$ cat src/rtl/cewp_pkg.sv
package cewp_pkg;
  typedef enum logic [1:0] {
    GM_PASS  = 2'd0,
    GM_HOLD  = 2'd1,
    GM_BLOCK = 2'd2
  } gate_mode_e;
endpackage

$ cat src/rtl/cewp_drop_detect.sv
module cewp_drop_detect (
  input  logic clk,
  input  logic rst,
  input  logic supply_ok,
  output logic drop_now
);
  logic supply_q;

  always_ff @(posedge clk) begin
    if (rst) supply_q <= 1'b0;
    else     supply_q <= supply_ok;
  end

  assign drop_now = supply_q & ~supply_ok;


  drop_follows_good_chk: assert property (@(posedge clk) disable iff (rst)
    drop_now |-> $past(supply_ok));
endmodule

$ cat src/rtl/cewp_hold_timer.sv
module cewp_hold_timer #(
  parameter int HOLD_CYC = 15
) (
  input  logic clk,
  input  logic rst,
  input  logic supply_ok,
  input  logic ce_in_n,
  input  logic drop_now,
  output logic hold_q
);
  localparam int CW = $clog2(HOLD_CYC + 1);
  localparam logic [CW:0] LIMIT = (CW+1)'(HOLD_CYC);

  logic [CW-1:0] cnt_q;
  logic          start;

  assign start = drop_now & ~ce_in_n;

  always_ff @(posedge clk) begin
    if (rst || supply_ok) begin
      hold_q <= 1'b0;
      cnt_q  <= '0;
    end else if (start) begin
      cnt_q  <= CW'(1);
      hold_q <= (HOLD_CYC > 1);
    end else if (hold_q && !ce_in_n) begin
      cnt_q  <= cnt_q + 1'b1;
      hold_q <= (({1'b0, cnt_q} + 1'b1) < LIMIT);
    end else begin
      hold_q <= 1'b0;
      cnt_q  <= '0;
    end
  end


  hold_needs_low_strobe_chk: assert property (@(posedge clk) disable iff (rst)
    hold_q |-> $past(!ce_in_n && !supply_ok));
endmodule

$ cat src/rtl/cewp_mode_sel.sv
module cewp_mode_sel
  import cewp_pkg::*;
(
  input  logic       supply_ok,
  input  logic       drop_now,
  input  logic       hold_q,
  input  logic       ce_in_n,
  output gate_mode_e mode
);
  always_comb begin
    if (supply_ok)                          mode = GM_PASS;
    else if ((drop_now | hold_q) && !ce_in_n) mode = GM_HOLD;
    else                                    mode = GM_BLOCK;
  end
endmodule

$ cat src/rtl/cewp_gate.sv
module cewp_gate
  import cewp_pkg::*;
#(
  parameter int HOLD_CYC = 15
) (
  input  logic clk,
  input  logic rst,
  input  logic ce_in_n,
  input  logic supply_ok,
  output logic ce_out_n
);
  localparam int LW = $clog2(HOLD_CYC + 2) + 1;

  logic       drop_now;
  logic       hold_q;
  gate_mode_e mode;

  cewp_drop_detect u_drop (
    .clk      (clk),
    .rst      (rst),
    .supply_ok(supply_ok),
    .drop_now (drop_now)
  );

  cewp_hold_timer #(.HOLD_CYC(HOLD_CYC)) u_timer (
    .clk      (clk),
    .rst      (rst),
    .supply_ok(supply_ok),
    .ce_in_n  (ce_in_n),
    .drop_now (drop_now),
    .hold_q   (hold_q)
  );

  cewp_mode_sel u_mode (
    .supply_ok(supply_ok),
    .drop_now (drop_now),
    .hold_q   (hold_q),
    .ce_in_n  (ce_in_n),
    .mode     (mode)
  );

  assign ce_out_n = (mode == GM_BLOCK) ? 1'b1 : ce_in_n;

  // Checker: consecutive low-output cycles during an outage
  logic [LW-1:0] low_run_q;
  always_ff @(posedge clk) begin
    if (rst || supply_ok || ce_out_n) low_run_q <= '0;
    else if (low_run_q != {LW{1'b1}}) low_run_q <= low_run_q + 1'b1;
  end


  window_bound_chk: assert property (@(posedge clk) disable iff (rst)
    (!supply_ok && !ce_out_n) |-> (low_run_q < LW'(HOLD_CYC)));


  no_reopen_chk: assert property (@(posedge clk) disable iff (rst)
    (!supply_ok && $past(!supply_ok) && $past(ce_out_n)) |-> ce_out_n);


  drop_keeps_access_chk: assert property (@(posedge clk) disable iff (rst)
    ($fell(supply_ok) && !ce_in_n) |-> !ce_out_n);


  pass_through_chk: assert property (@(posedge clk) disable iff (rst)
    supply_ok |-> (ce_out_n == ce_in_n));


  idle_strobe_high_chk: assert property (@(posedge clk) disable iff (rst)
    ce_in_n |-> ce_out_n);
endmodule

$ cat config.mk
export PLATFORM = sky130hd
export DESIGN_NAME = cewp_gate
export DESIGN_NICKNAME = d
export VERILOG_FILES = /design/src/rtl/cewp_pkg.sv /design/src/rtl/cewp_drop_detect.sv /design/src/rtl/cewp_hold_timer.sv /design/src/rtl/cewp_mode_sel.sv /design/src/rtl/cewp_gate.sv
export SDC_FILE = /design/constraint.sdc
export NUM_CORES = 1
export LEC_CHECK = 0
export BUFFER_PORTS_ARGS = -buffer_cell sky130_fd_sc_hd__buf_4
export CORE_AREA = 2 2 39 41
export DETAILED_ROUTE_END_ITERATION = 6
export DIE_AREA = 0 0 41 43
export GPL_TIMING_DRIVEN = 1
export PLACE_DENSITY_LB_ADDON = 0.2
export SETUP_SLACK_MARGIN = 0.5
export SYNTH_ARGS = -nofsm -noshare
export SYNTH_HDL_FRONTEND = slang
export SYNTH_SLANG_ARGS = --single-unit
$ cat constraint.sdc
create_clock -name clk -period 1.4 [get_ports clk]
set_clock_uncertainty 0.15 [all_clocks]
set_input_delay 0.35 -clock clk [delete_from_list [all_inputs] [get_ports clk]]
set_output_delay 0.35 -clock clk [all_outputs]
set_load 0.03 [all_outputs]
== Word-level counts from Yosys, hierarchy flattened ==
Cells that the tools add are included.

* Bits in registers: 6
* Bits in latches: 0
* Memory bits (writable): 0
* ROM bits: 0
* Bits of input ports: 4
* Output and inout port bits: 1
* Logic and storage cells: 26
* Memories kept: 0

* $add $sub $neg: 2
* Multiply operators: 0
* Div/mod/pow operators: 0
* $lt $le $gt $ge: 1
* Eq/ne operators: 1
* Shift-type cells: 0
* Mux-type cells: 7
* Bitwise gates (word level): 6
* Reductions and logical operators: 5

{| class="wikitable"
|+ Operators by type and width
! operator !! count
|-
| adder 4 x 1 -> 5 bit (second input constant) || 1
|-
| < comparator 5 x 4 -> 1 bit (second input constant) || 1
|-
| two-way mux 1 bit || 5
|-
| adder 4 x 1 -> 4 bit (second input constant) || 1
|-
| two-way mux 2 bit || 2
|-
| inverter 1 bit || 3
|-
| OR reduction 3 bit || 1
|-
| bitwise AND 1 bit || 2
|-
| equality test 2 bit (second input constant) || 1
|-
| logical AND 1 bit || 2
|-
| zero test 1 bit || 1
|-
| logical OR 1 bit || 1
|-
| bitwise OR 1 bit || 1
|}

== Depth between registers and ports, before layout ==
Gate-level depths: netlist of the first run.

* Word-level depth: 8
* Depth in mapped cells: 4
* Depth with buffers taken out: 4

== Hierarchy ==
Synthesis of the first run repeated with hierarchy kept, for this count alone.

* Cells, all modules: 31
* Area total of the unflattened synthesis: 276.5 µm²

{| class="wikitable"
|+ Modules (own cells, without submodules)
! module !! times used !! cells an instance !! area each (µm²) !! seq. area each (µm²)
|-
| cewp_hold_timer || 1 || 23 || 209.0 || 100.1
|-
| cewp_drop_detect || 1 || 3 || 35.0 || 20.0
|-
| cewp_mode_sel || 1 || 3 || 21.3 || 0.0
|-
| cewp_gate || 1 || 2 || 11.3 || 0.0
|}

== Worst setup path after synthesis of the first run ==
OpenSTA, ideal clock, no wires.

* Path kind: input -> register
* Start: input rst
* End: register u_timer.cnt_q[2]
* Library setup time: 0.064 ns
* Arrival time: 1.215 ns
* Required time: 1.186 ns
* Slack: -0.029 ns
* Cell stages on the path: 3
* Cell sequence: or3_4 -> or3b_4 -> nor2_1

* Longest elaborated chain between the ends: 2

{| class="wikitable"
|+ RTL lines
! what !! RTL line !! RTL
|-
| from (decl) || cewp_gate.sv:7 || <nowiki>input logic rst,</nowiki>
|-
| logical OR 1 bit || cewp_hold_timer.sv:20 || <nowiki>if (rst || supply_ok) begin</nowiki>
|-
| OR reduction 3 bit (no line) || -- ||
|-
| to (signal assigned) || cewp_hold_timer.sv:27 || <nowiki>cnt_q <= cnt_q + 1'b1;</nowiki>
|-
| to (decl) || cewp_hold_timer.sv:14 || <nowiki>logic [CW-1:0] cnt_q;</nowiki>
|}

Every way passes these cells.
A chain may end at the register's enable or synchronous reset.

== Worst setup path in the final report of the first run ==
* Start: register u_drop.supply_q
* End: output ce_out_n

* Longest elaborated chain between the ends: 7

{| class="wikitable"
|+ RTL lines
! what !! RTL line !! RTL
|-
| from (decl) || cewp_drop_detect.sv:7 || <nowiki>logic supply_q;</nowiki>
|-
| from (signal assigned) || cewp_drop_detect.sv:11 || <nowiki>else supply_q <= supply_ok;</nowiki>
|-
| bitwise AND 1 bit || cewp_drop_detect.sv:14 || <nowiki>assign drop_now = supply_q & ~supply_ok;</nowiki>
|-
| bitwise OR 1 bit || cewp_mode_sel.sv:12 || <nowiki>else if ((drop_now | hold_q) && !ce_in_n) mode = GM_HOLD;</nowiki>
|-
| logical AND 1 bit || cewp_mode_sel.sv:12 ||
|-
| two-way mux 2 bit || cewp_mode_sel.sv:12 ||
|-
| two-way mux 2 bit || cewp_mode_sel.sv:11 || <nowiki>if (supply_ok) mode = GM_PASS;</nowiki>
|-
| equality test 2 bit || cewp_gate.sv:42 || <nowiki>assign ce_out_n = (mode == GM_BLOCK) ? 1'b1 : ce_in_n;</nowiki>
|-
| two-way mux 1 bit || cewp_gate.sv:42 ||
|-
| to (decl) || cewp_gate.sv:10 || <nowiki>output logic ce_out_n</nowiki>
|}

Every way passes these cells.

==> results_dict.tcl, run 1 <==
set metrics [dict create \
    status "complete, but fails checks" \
    violations "negative setup slack" \
    period_share 1.04 \
    cp.required_ns 0.90 \
    p_seq_frac 0.474 \
    synth.avg_cell_area_um2 9.16 \
    diodes 0 \
    met3_usage 0.0366 \
    dieArea_mm2 0.00176 \
    drc 0 \
    clkPwrFrac 0.402 \
    max_freq_mhz 685 \
    syn_inst 28 \
    synth_warnings 0 \
    p_sw_uw 72.9 \
    endpoint_kind "primary output" \
    final_hold_viol_count 0 \
    ys_seq_elements 6 \
    dieHeight_um 43 \
    die_w_um 41 \
    hold_path_class "input port to register" \
    ys_types 17 \
    critical_path.max_fanout 2 \
    clk_latency_ns 0.24 \
    yosysSeqAreaShare 0.468 \
    rows 14 \
    grt_pass1_vias 274 \
    fin_area_um2 442 \
    clk_pin_slew_ns 0.04 \
    fin_total_pwr_uw 373 \
    synthesis.nets 33 \
    cts_sinks 6 \
    p_int_uw 300 \
    sw_frac_of_total 0.196 \
    htree_levels 1 \
    grt_pass1_wl_mm 1.01 \
    cts_buffers 3 \
    place_area_um2 324 \
    holdBufCountCts 0 \
    dpl.hpwl_um 381 \
    final_cell_mix "buf_6, dfxtp_2, nor2_1, clkbuf_4, buf_4" \
    grtUsageTotal 0.0915 \
    avgViaCountPerCell 4.21 \
    leakage_nw 0.154 \
    layout_commonest_cell "buf_6" \
    top_usage_layer "met2" \
    crit_type "register to primary output" \
    ant_nets 0 \
    start_util 0.185 \
    cp-start-kind "register" \
    grt_antenna_before_repair 0 \
    num_vias 236 \
    drive_above_1_share 0.675 \
    grt_start_max_net_pins 5 \
    power.density_mw_per_mm2 844 \
    tritoncts "done" \
    drtPass1Iterations 1 \
    gr-total-overflow 0 \
    fin_crit_ns 1.46 \
    maxCapViolations 0 \
    rsz0062_at_grt "yes" \
    setup_slack_ns -0.0599 \
    syn_to_final_growth_pct 72.2 \
    maxSlewViolCount 0 \
    place.gp.congestion 0.567 \
    ir_worst_vdd_uv 339 \
    slew_headroom 0.784 \
    post_drt_wl_per_cell_um 10.8 \
    drt_iter0_markers 0 \
    core-area_mm2 0.00138 \
    met1_usage 0.0774 \
    io_buffers 4 \
    cts_buffer_depth 2 \
    cts-root-buf "clkbuf_4" \
    hold_ws_ns 0.189 \
    use_met2 0.144 \
    wirelength_um 603 \
    tightest_slew_ns 0.321 \
    pwr-share-comb 0.124 \
    layout.nets 47 \
    critPathArrivalTime_ns 0.96 \
    setup_viol 1 \
    syn-cell-area_um2 256 \
    pre_cts_ws_ns -0.163 \
    ioPinCount 5 \
]
## metal layers
metal  wire (um)  vias up  share of wire
met1         191      105           0.32
met4          32        0          0.053
met3          30        4          0.050
met2         348        9           0.58
met5           0        -              0
li1            -      118              -
## power by group through the flow
| stage | Clock [mW] | Sequential [mW] | Combinational [mW] |
|---|---|---|---|
| floorplan | 0 | 0.179 | 0.0154 |
| global placement | 0 | 0.179 | 0.0310 |
| detailed placement | 0 | 0.179 | 0.0321 |
| CTS | 0.161 | 0.177 | 0.0433 |
| global route | 0.178 | 0.177 | 0.0493 |
| finish | 0.150 | 0.177 | 0.0461 |
## final cells by class
class	instances	area, um2
clock buffers	3	22.5
fillers	149	942
inverters	2	7.51
multi-input cells	20	176
flip-flops and latches	6	125
well taps	16	20.0
repair buffers	9	90.1
## sequential cells by signal, indices dropped and copies added (netlist names)
signal,cells
u_drop.supply_q,1
u_timer.hold_q,1
u_timer.cnt_q,4
## timing repair
item                       in CTS  in global routing
setup buffers                   3                  0
setup endpoints to repair       6                  6
resized for setup              14                  5
pin swaps                       6                  4
## through the flow
step / util / std cells / setup TNS (ns)
3_3_place_gp: 0.234 / 50 / -0.394
3_5_place_dp: 0.234 / 50 / -0.469
5_1_grt: 0.319 / 56 / -0.108
6_report: 0.319 / 56 / -0.0599
2_1_floorplan: - / 28 / 0
4_1_cts: 0.305 / 56 / -0.0735
## kinds of logic after synthesis
| kind of cell | count (synthesis) | share of synthesized area |
|---|---|---|
| AOI/OAI and AO/OA | 3 | 0.0683 |
| buffers and inverters | 2 | 0.0293 |
| and+or+nand+nor | 14 | 0.317 |
| xor gates and xnor gates | 2 | 0.0683 |
| adders and majority gates | 1 | 0.0488 |
| DFF | 6 | 0.468 |
## worst max-delay path: stages (launching register included)
cell,delay [ns]
dfxtp_2,0.33
nor3_2,0.04
or2_4,0.22
buf_6,0.14
## synth_stat cells, drive strengths merged
cell,number,share of area
a211oi,1,0.029
a21oi,1,0.019
and2b,1,0.034
dfxtp,6,0.47
ha,1,0.049
inv,2,0.029
nand2,1,0.015
nand2b,1,0.024
nand3,1,0.019
nor2,5,0.073
nor3,2,0.039
o21ai,1,0.019
or2,1,0.024
or3,1,0.044
or3b,1,0.044
xnor2,1,0.034
xor2,1,0.034
## final timing paths
check,startpoint,end,slack [ns],cells past startpoint
setup / recovery,u_drop.supply_q,ce_out_n,-0.06,3
hold / removal,supply_ok,u_drop.supply_q,0.19,2
setup reg to reg,u_timer.cnt_q[0],u_timer.hold_q,0.15,4
hold reg to reg,u_timer.cnt_q[3],u_timer.cnt_q[3],0.40,2
Note: power is estimated with default switching activity, not from simulation.
==> run 2, diff against run 1 <==
--- a/config.mk
+++ b/config.mk
@@ -6,6 +6,8 @@
 export NUM_CORES = 1
 export LEC_CHECK = 0
 export BUFFER_PORTS_ARGS = -buffer_cell sky130_fd_sc_hd__buf_4
+export CELL_PAD_IN_SITES_DETAIL_PLACEMENT = 1
+export CELL_PAD_IN_SITES_GLOBAL_PLACEMENT = 2
 export CORE_AREA = 2 2 39 41
 export DETAILED_ROUTE_END_ITERATION = 6
 export DIE_AREA = 0 0 41 43
==> run 2 against run 1 <==
  * The flow still finishes with violations (negative setup slack)
  * Routed wire length decreased by 11%
  * Sequential power about the same
  * Setup slack worse by 0.018 ns
  * Clock power is 7% higher
  * Cell count is 1.8% lower
  * Die area is the same
  * Final area is 0.28% lower
  * Largest power group unchanged
==> results_dict.tcl, run 2 (synthesis gave the netlist of run 1 again) <==
set metrics [dict create \
    largest_reg_flops 4 \
    n_fill_cell 160 \
    leakage_nw 0.151 \
    clk_latency_ns 0.25 \
    period_share 1.06 \
    cp_top_family "flip-flops" \
    place.gp.congestion 0.711 \
    reg2reg_depth 3 \
    cts_sinks 6 \
    critical_path.max_fanout 2 \
    min_from "supply_ok" \
    diodes 0 \
    syn_to_final_growth_pct 71.7 \
    grt_pass1_vias 241 \
    critPathSlowestCell "dfxtp_2" \
    cp.required_ns 0.90 \
    avgViaCountPerCell 4.00 \
    grtUsageTotal 0.0854 \
    power.density_mw_per_mm2 873 \
    ant_nets 0 \
    maxCapViolations 0 \
    endpoint_kind "primary output" \
    setup_slack_ns -0.0779 \
    ioPinCount 5 \
    grt_antenna_before_repair 0 \
    dpl.hpwl_um 407 \
    min_delay_path_depth 2 \
    clk_pin_slew_ns 0.05 \
    maxSlewViolCount 0 \
    place_area_um2 339 \
    use_met2 0.103 \
    wirelength_um 534 \
    status "complete, but fails checks" \
    cts-root-buf "clkbuf_4" \
    tightest_slew_ns 0.176 \
    htree_levels 1 \
    drtPass1Iterations 1 \
    ir_worst_vdd_uv 355 \
    cts_buffers 3 \
    rsz0062_at_grt "yes" \
    drt_iter0_markers 0 \
    core-area_mm2 0.00138 \
    violations "negative setup slack" \
    top_usage_layer "met2" \
    tritoncts "done" \
    met3_usage 0.0314 \
    hold_ws_ns 0.181 \
    gr-total-overflow 0 \
    max_freq_mhz 677 \
    io_buffers 4 \
    reg2reg_setup_slack_ns 0.21 \
    layout.nets 46 \
    dieHeight_um 43 \
    rows 14 \
    hold_path_class "input port to register" \
    holdBufCountCts 0 \
    slew_headroom 0.882 \
    met1_usage 0.100 \
    layout_commonest_cell "buf_6" \
    startpoint "u_drop.supply_q" \
    reg2reg_from "u_drop.supply_q" \
    dieArea_mm2 0.00176 \
    grt_start_max_net_pins 5 \
    post_cts_buffers 0 \
    regArea_um2 125 \
    crit_path_cell_trace "nor3_2 -> or2_4 -> buf_6" \
    fin_area_um2 440 \
    drive_above_1_share 0.692 \
    die_w_um 41 \
    post_drt_wl_per_cell_um 9.71 \
    final_hold_viol_count 0 \
    max_stage_delay_ns 0.33 \
    multi_input_area_um2 183 \
    num_vias 220 \
    critical_path_depth 3 \
    setup-tns-final_ns -0.0779 \
    setup_viol 1 \
    final_cell_mix "buf_6, dfxtp_2, nor2_1, clkbuf_4" \
    critPathArrivalTime_ns 0.98 \
    fin_crit_ns 1.48 \
    grt_pass1_wl_um 952 \
    top_regs "u_timer.cnt_q: 4 flops, u_drop.supply_q: 1 flops, u_timer.hold_q: 1 flops" \
    regMostFlops "u_timer.cnt_q" \
    crit_type "register to primary output" \
    path_buf_inv 1 \
    cp-start-kind "register" \
    cts_buffer_depth 2 \
    start_util 0.185 \
    drc 0 \
]
run 2: layer usage:
layer	routed length, um	up-vias
li1	-	117
met1	256	98
met2	256	5
met3	21	0
met4	0	0
met5	0	-
run 2: final cells by class:
| type | instances | area share |
|---|---|---|
| clock buffers | 3 | 0.0511 |
| inverters | 2 | 0.0170 |
| well taps | 16 | 0.0455 |
| multi-input cells | 20 | 0.415 |
| repair buffers | 8 | 0.188 |
| flip-flops and latches | 6 | 0.284 |
run 2: path summary, 6_finish.rpt:
kind / endpoint
worst max-delay path: ce_out_n
worst min-delay path: u_drop.supply_q
worst max register to register: u_timer.cnt_q[1]
worst min register to register: u_timer.cnt_q[3]
run 2: per-stage QoR:
stage | util | worst slack, ns | power [mW] | cells
detailed placement | 0.245 | -0.168 | 0.213 | 52
global placement | 0.245 | -0.131 | 0.212 | 52
floorplan | - | 0.00873 | 0.195 | 28
global route | 0.318 | -0.119 | 0.412 | 55
CTS | 0.294 | -0.0950 | 0.392 | 55
finish | 0.318 | -0.0779 | 0.385 | 55
run 2: worst register-to-register path, cell delays in order (launching register included):
cell,delay [ns]
dfxtp_2,0.32
buf_4,0.15
or3b_4,0.41
nor2_1,0.09
run 2: where the power goes:
group	internal (mW)	switching [mW]	total [mW]	leakage, nW
Sequential	0.175	0.00230	0.177	0.0504
Combinational	0.0288	0.0181	0.0469	0.0871
Clock	0.0970	0.0636	0.161	0.0138
run 2: what timing repair did:
| action | in CTS | in global routing |
|---|---|---|
| endpoints found under the setup margin | 6 | 6 |
| pin swaps | 6 | 5 |
| gates resized for setup | 13 | 9 |
| endpoints found under the hold margin | 0 | 0 |
==> run 3, diff against run 2 <==
--- a/config.mk
+++ b/config.mk
@@ -5,15 +5,17 @@
 export SDC_FILE = /design/constraint.sdc
 export NUM_CORES = 1
 export LEC_CHECK = 0
+export ABC_AREA = 1
 export BUFFER_PORTS_ARGS = -buffer_cell sky130_fd_sc_hd__buf_4
 export CELL_PAD_IN_SITES_DETAIL_PLACEMENT = 1
 export CELL_PAD_IN_SITES_GLOBAL_PLACEMENT = 2
-export CORE_AREA = 2 2 39 41
+export CORE_MARGIN = 1.5
+export CORE_UTILIZATION = 23
 export DETAILED_ROUTE_END_ITERATION = 6
-export DIE_AREA = 0 0 41 43
 export GPL_TIMING_DRIVEN = 1
 export PLACE_DENSITY_LB_ADDON = 0.2
 export SETUP_SLACK_MARGIN = 0.5
 export SYNTH_ARGS = -nofsm -noshare
 export SYNTH_HDL_FRONTEND = slang
+export SYNTH_HIERARCHICAL = 1
 export SYNTH_SLANG_ARGS = --single-unit
==> run 3 against run 2 <==
  * The run still ends with negative setup slack left
  * Setup slack worse by 0.17 ns
  * Synthesized cell count grew 79%
  * First-iteration DRC count is the same
  * Worst hold slack got worse by 0.054 ns
  * Highest routed layer is now met4
  * Register-to-register slack improved by 0.04 ns
  * Core utilization is 8.3 points higher
  * Flip-flop and latch count unchanged
==> results_dict.tcl, run 3 <==
set metrics [dict create \
    status "complete, but fails checks" \
    violations "negative setup slack" \
    rsz0062_at_grt "yes" \
    ys_types 12 \
    tightest_slew_ns 0.241 \
    crit_path_end "ce_out_n" \
    reg2reg_setup_slack_ns 0.25 \
    place.gp.congestion 0.642 \
    grt_pass1_vias 329 \
    synth.top_cells.by_count "inv_1, nand2_1, nor2_1" \
    ys.flop_type "dfxtp_1" \
    fin_total_pwr_uw 381 \
    critPathSlowestCell "dfxtp_2" \
    reg2reg_from "u_drop/supply_q" \
    cts_buffer_depth 2 \
    cts_buffers 3 \
    syn_to_final_growth_pct 62.9 \
    htree_levels 1 \
    dieHeight_um 40.3 \
    maxSlewViolCount 0 \
    top_regs "u_timer/cnt_q: 4 flops, u_drop/supply_q: 1 flops, u_timer/hold_q: 1 flops" \
    fin_area_um2 522 \
    cpMostUsedCell "nor2_4" \
    period_share 1.18 \
    fin_crit_ns 1.65 \
    endpoint_kind "primary output" \
    yosys-top-cells-area "dfxtp_1, inv_1, nand2_1" \
    max_freq_mhz 607 \
    syn_inst 50 \
    slew_headroom 0.839 \
    synthesis.nets 55 \
    synth.avg_cell_area_um2 6.41 \
    drtPass1Iterations 1 \
    drt_iter0_markers 0 \
    power.density_mw_per_mm2 730 \
    clk_pin_slew_ns 0.04 \
    dieArea_mm2 0.00163 \
    ys_seq_elements 6 \
    ir_worst_vdd_uv 309 \
    cp_top_family "simple AND/OR/NAND/NOR gates" \
    syn-cell-area_um2 320 \
    critical_path_depth 8 \
    tritoncts "done" \
    reg2reg_depth 8 \
    final_hold_viol_count 0 \
    die_w_um 40.3 \
    synth-edff-count 0 \
    cp-start-kind "register" \
    grtUsageTotal 0.122 \
    ioPinCount 5 \
    largest_reg_flops 4 \
    drive_above_1_share 0.563 \
    synth_warnings 6 \
    num_vias 323 \
    path_buf_inv 2 \
    setup_slack_ns -0.247 \
    maxCapViolations 0 \
    place_area_um2 440 \
    grt_antenna_before_repair 0 \
    critical_path.max_fanout 2 \
    post_drt_wl_per_cell_um 9.04 \
    setup_viol 1 \
    layout_commonest_cell "buf_4" \
    ant_nets 0 \
    leakage_nw 0.214 \
    wirelength_um 714 \
    gr-total-overflow 0 \
    diodes 0 \
    hold_path_class "input port to register" \
    cts-root-buf "clkbuf_4" \
    avgViaCountPerCell 4.09 \
    regMostFlops "u_timer/cnt_q" \
    cts_sinks 6 \
    rows 13 \
    drc 0 \
    rr_endpoint "u_timer/cnt_q[0]" \
    start_util 0.246 \
    crit_path_cell_trace "inv_2 -> nor2_4 -> nor2_4 -> nor2_1 -> nor2_2 -> nand2_2 -> nand2_4 -> buf_6" \
    max_stage_delay_ns 0.32 \
    yosys.area.top_type_share 0.375 \
    cp.required_ns 0.90 \
    grt_pass1_wl_mm 1.28 \
    core-area_mm2 0.00130 \
    synth_top_cell_by_area "dfxtp_1" \
    layout.nets 71 \
    dpl.hpwl_um 563 \
    crit_type "register to primary output" \
    yosysSeqAreaShare 0.375 \
    async_flop_share 0 \
    io_buffers 4 \
    final_cell_mix "buf_4, inv_1, nor2_1, nand2_1, nand2_2" \
    startpoint "u_drop/supply_q" \
    grt_start_max_net_pins 5 \
    critPathArrivalTime_ns 1.15 \
    clk_latency_ns 0.24 \
]
run 3: cell count changes after synthesis, moves of 2 or more:
| cell | delta |
|---|---|
| nand2_1 | +10 |
| nor2_1 | +3 |
| nand2_2 | +2 |
| inv_1 | +9 |
| nor2_2 | +5 |
run 3: worst min path at each step:
stage                                 from                to  slack, ns  cells past startpoint
after global routing                   rst   u_drop/supply_q       0.12                      2
after detailed placement  u_timer/cnt_q[3]  u_timer/cnt_q[3]       0.33                      2
after CTS                              rst   u_drop/supply_q       0.12                      2
after global placement    u_timer/cnt_q[3]  u_timer/cnt_q[3]       0.34                      2
after floorplan                        rst   u_drop/supply_q       0.26                      1
final                                  rst   u_drop/supply_q       0.13                      2
run 3: metrics by stage:
step | util | setup slack, ns | hold WS [ns] | instances | setup TNS, ns
after floorplan | - | 0.0645 | 0.259 | 50 | 0
after global placement | 0.338 | -0.213 | 0.337 | 73 | -0.213
after detailed placement | 0.338 | -0.233 | 0.332 | 73 | -0.233
after CTS | 0.393 | -0.276 | 0.120 | 79 | -0.276
after global routing | 0.401 | -0.344 | 0.124 | 79 | -0.344
final | 0.401 | -0.247 | 0.127 | 79 | -0.247
run 3: metal layers:
layer | track usage | vias up | share of wire
met2 | 0.190 | 4 | 0.45
li1 | - | 178 | -
met1 | 0.146 | 139 | 0.50
met5 | 0 | - | 0
met4 | 0.0500 | 0 | 0.0098
met3 | 0.0500 | 2 | 0.038
run 3: kinds of logic (layout without fill, tap and decap cells):
kind of cell | Yosys count | in the layout | share of synthesized area
and+or+nand+nor | 30 | 30 | 0.426
buffers and inverters | 11 | 25 | 0.129
adders and majority gates | 1 | 1 | 0.0391
AOI/OAI and AO/OA | 2 | 2 | 0.0312
DFF | 6 | 6 | 0.375
run 3: cell type report:
class,count,area (um2)
Fill cell,164,779
Multi-Input combinational cell,33,220
Sequential cell,6,126
Timing Repair Buffer,11,90.1
Inverter,11,43.8
Clock buffer,3,22.5
Tap cell,15,18.8
run 3: timing repair:
action / CTS / global route
pin swaps: 8 / 0
setup buffers: 3 / 0
resized for setup: 8 / 2
hold buffers: 0 / 0
endpoints found under the setup margin: 6 / 6
run 3: where the power goes:
part	switching [mW]	leakage (nW)	internal [mW]
logic	0.0283	0.150	0.0274
registers	0.00147	0.0502	0.172
clock network	0.0548	0.0138	0.0965
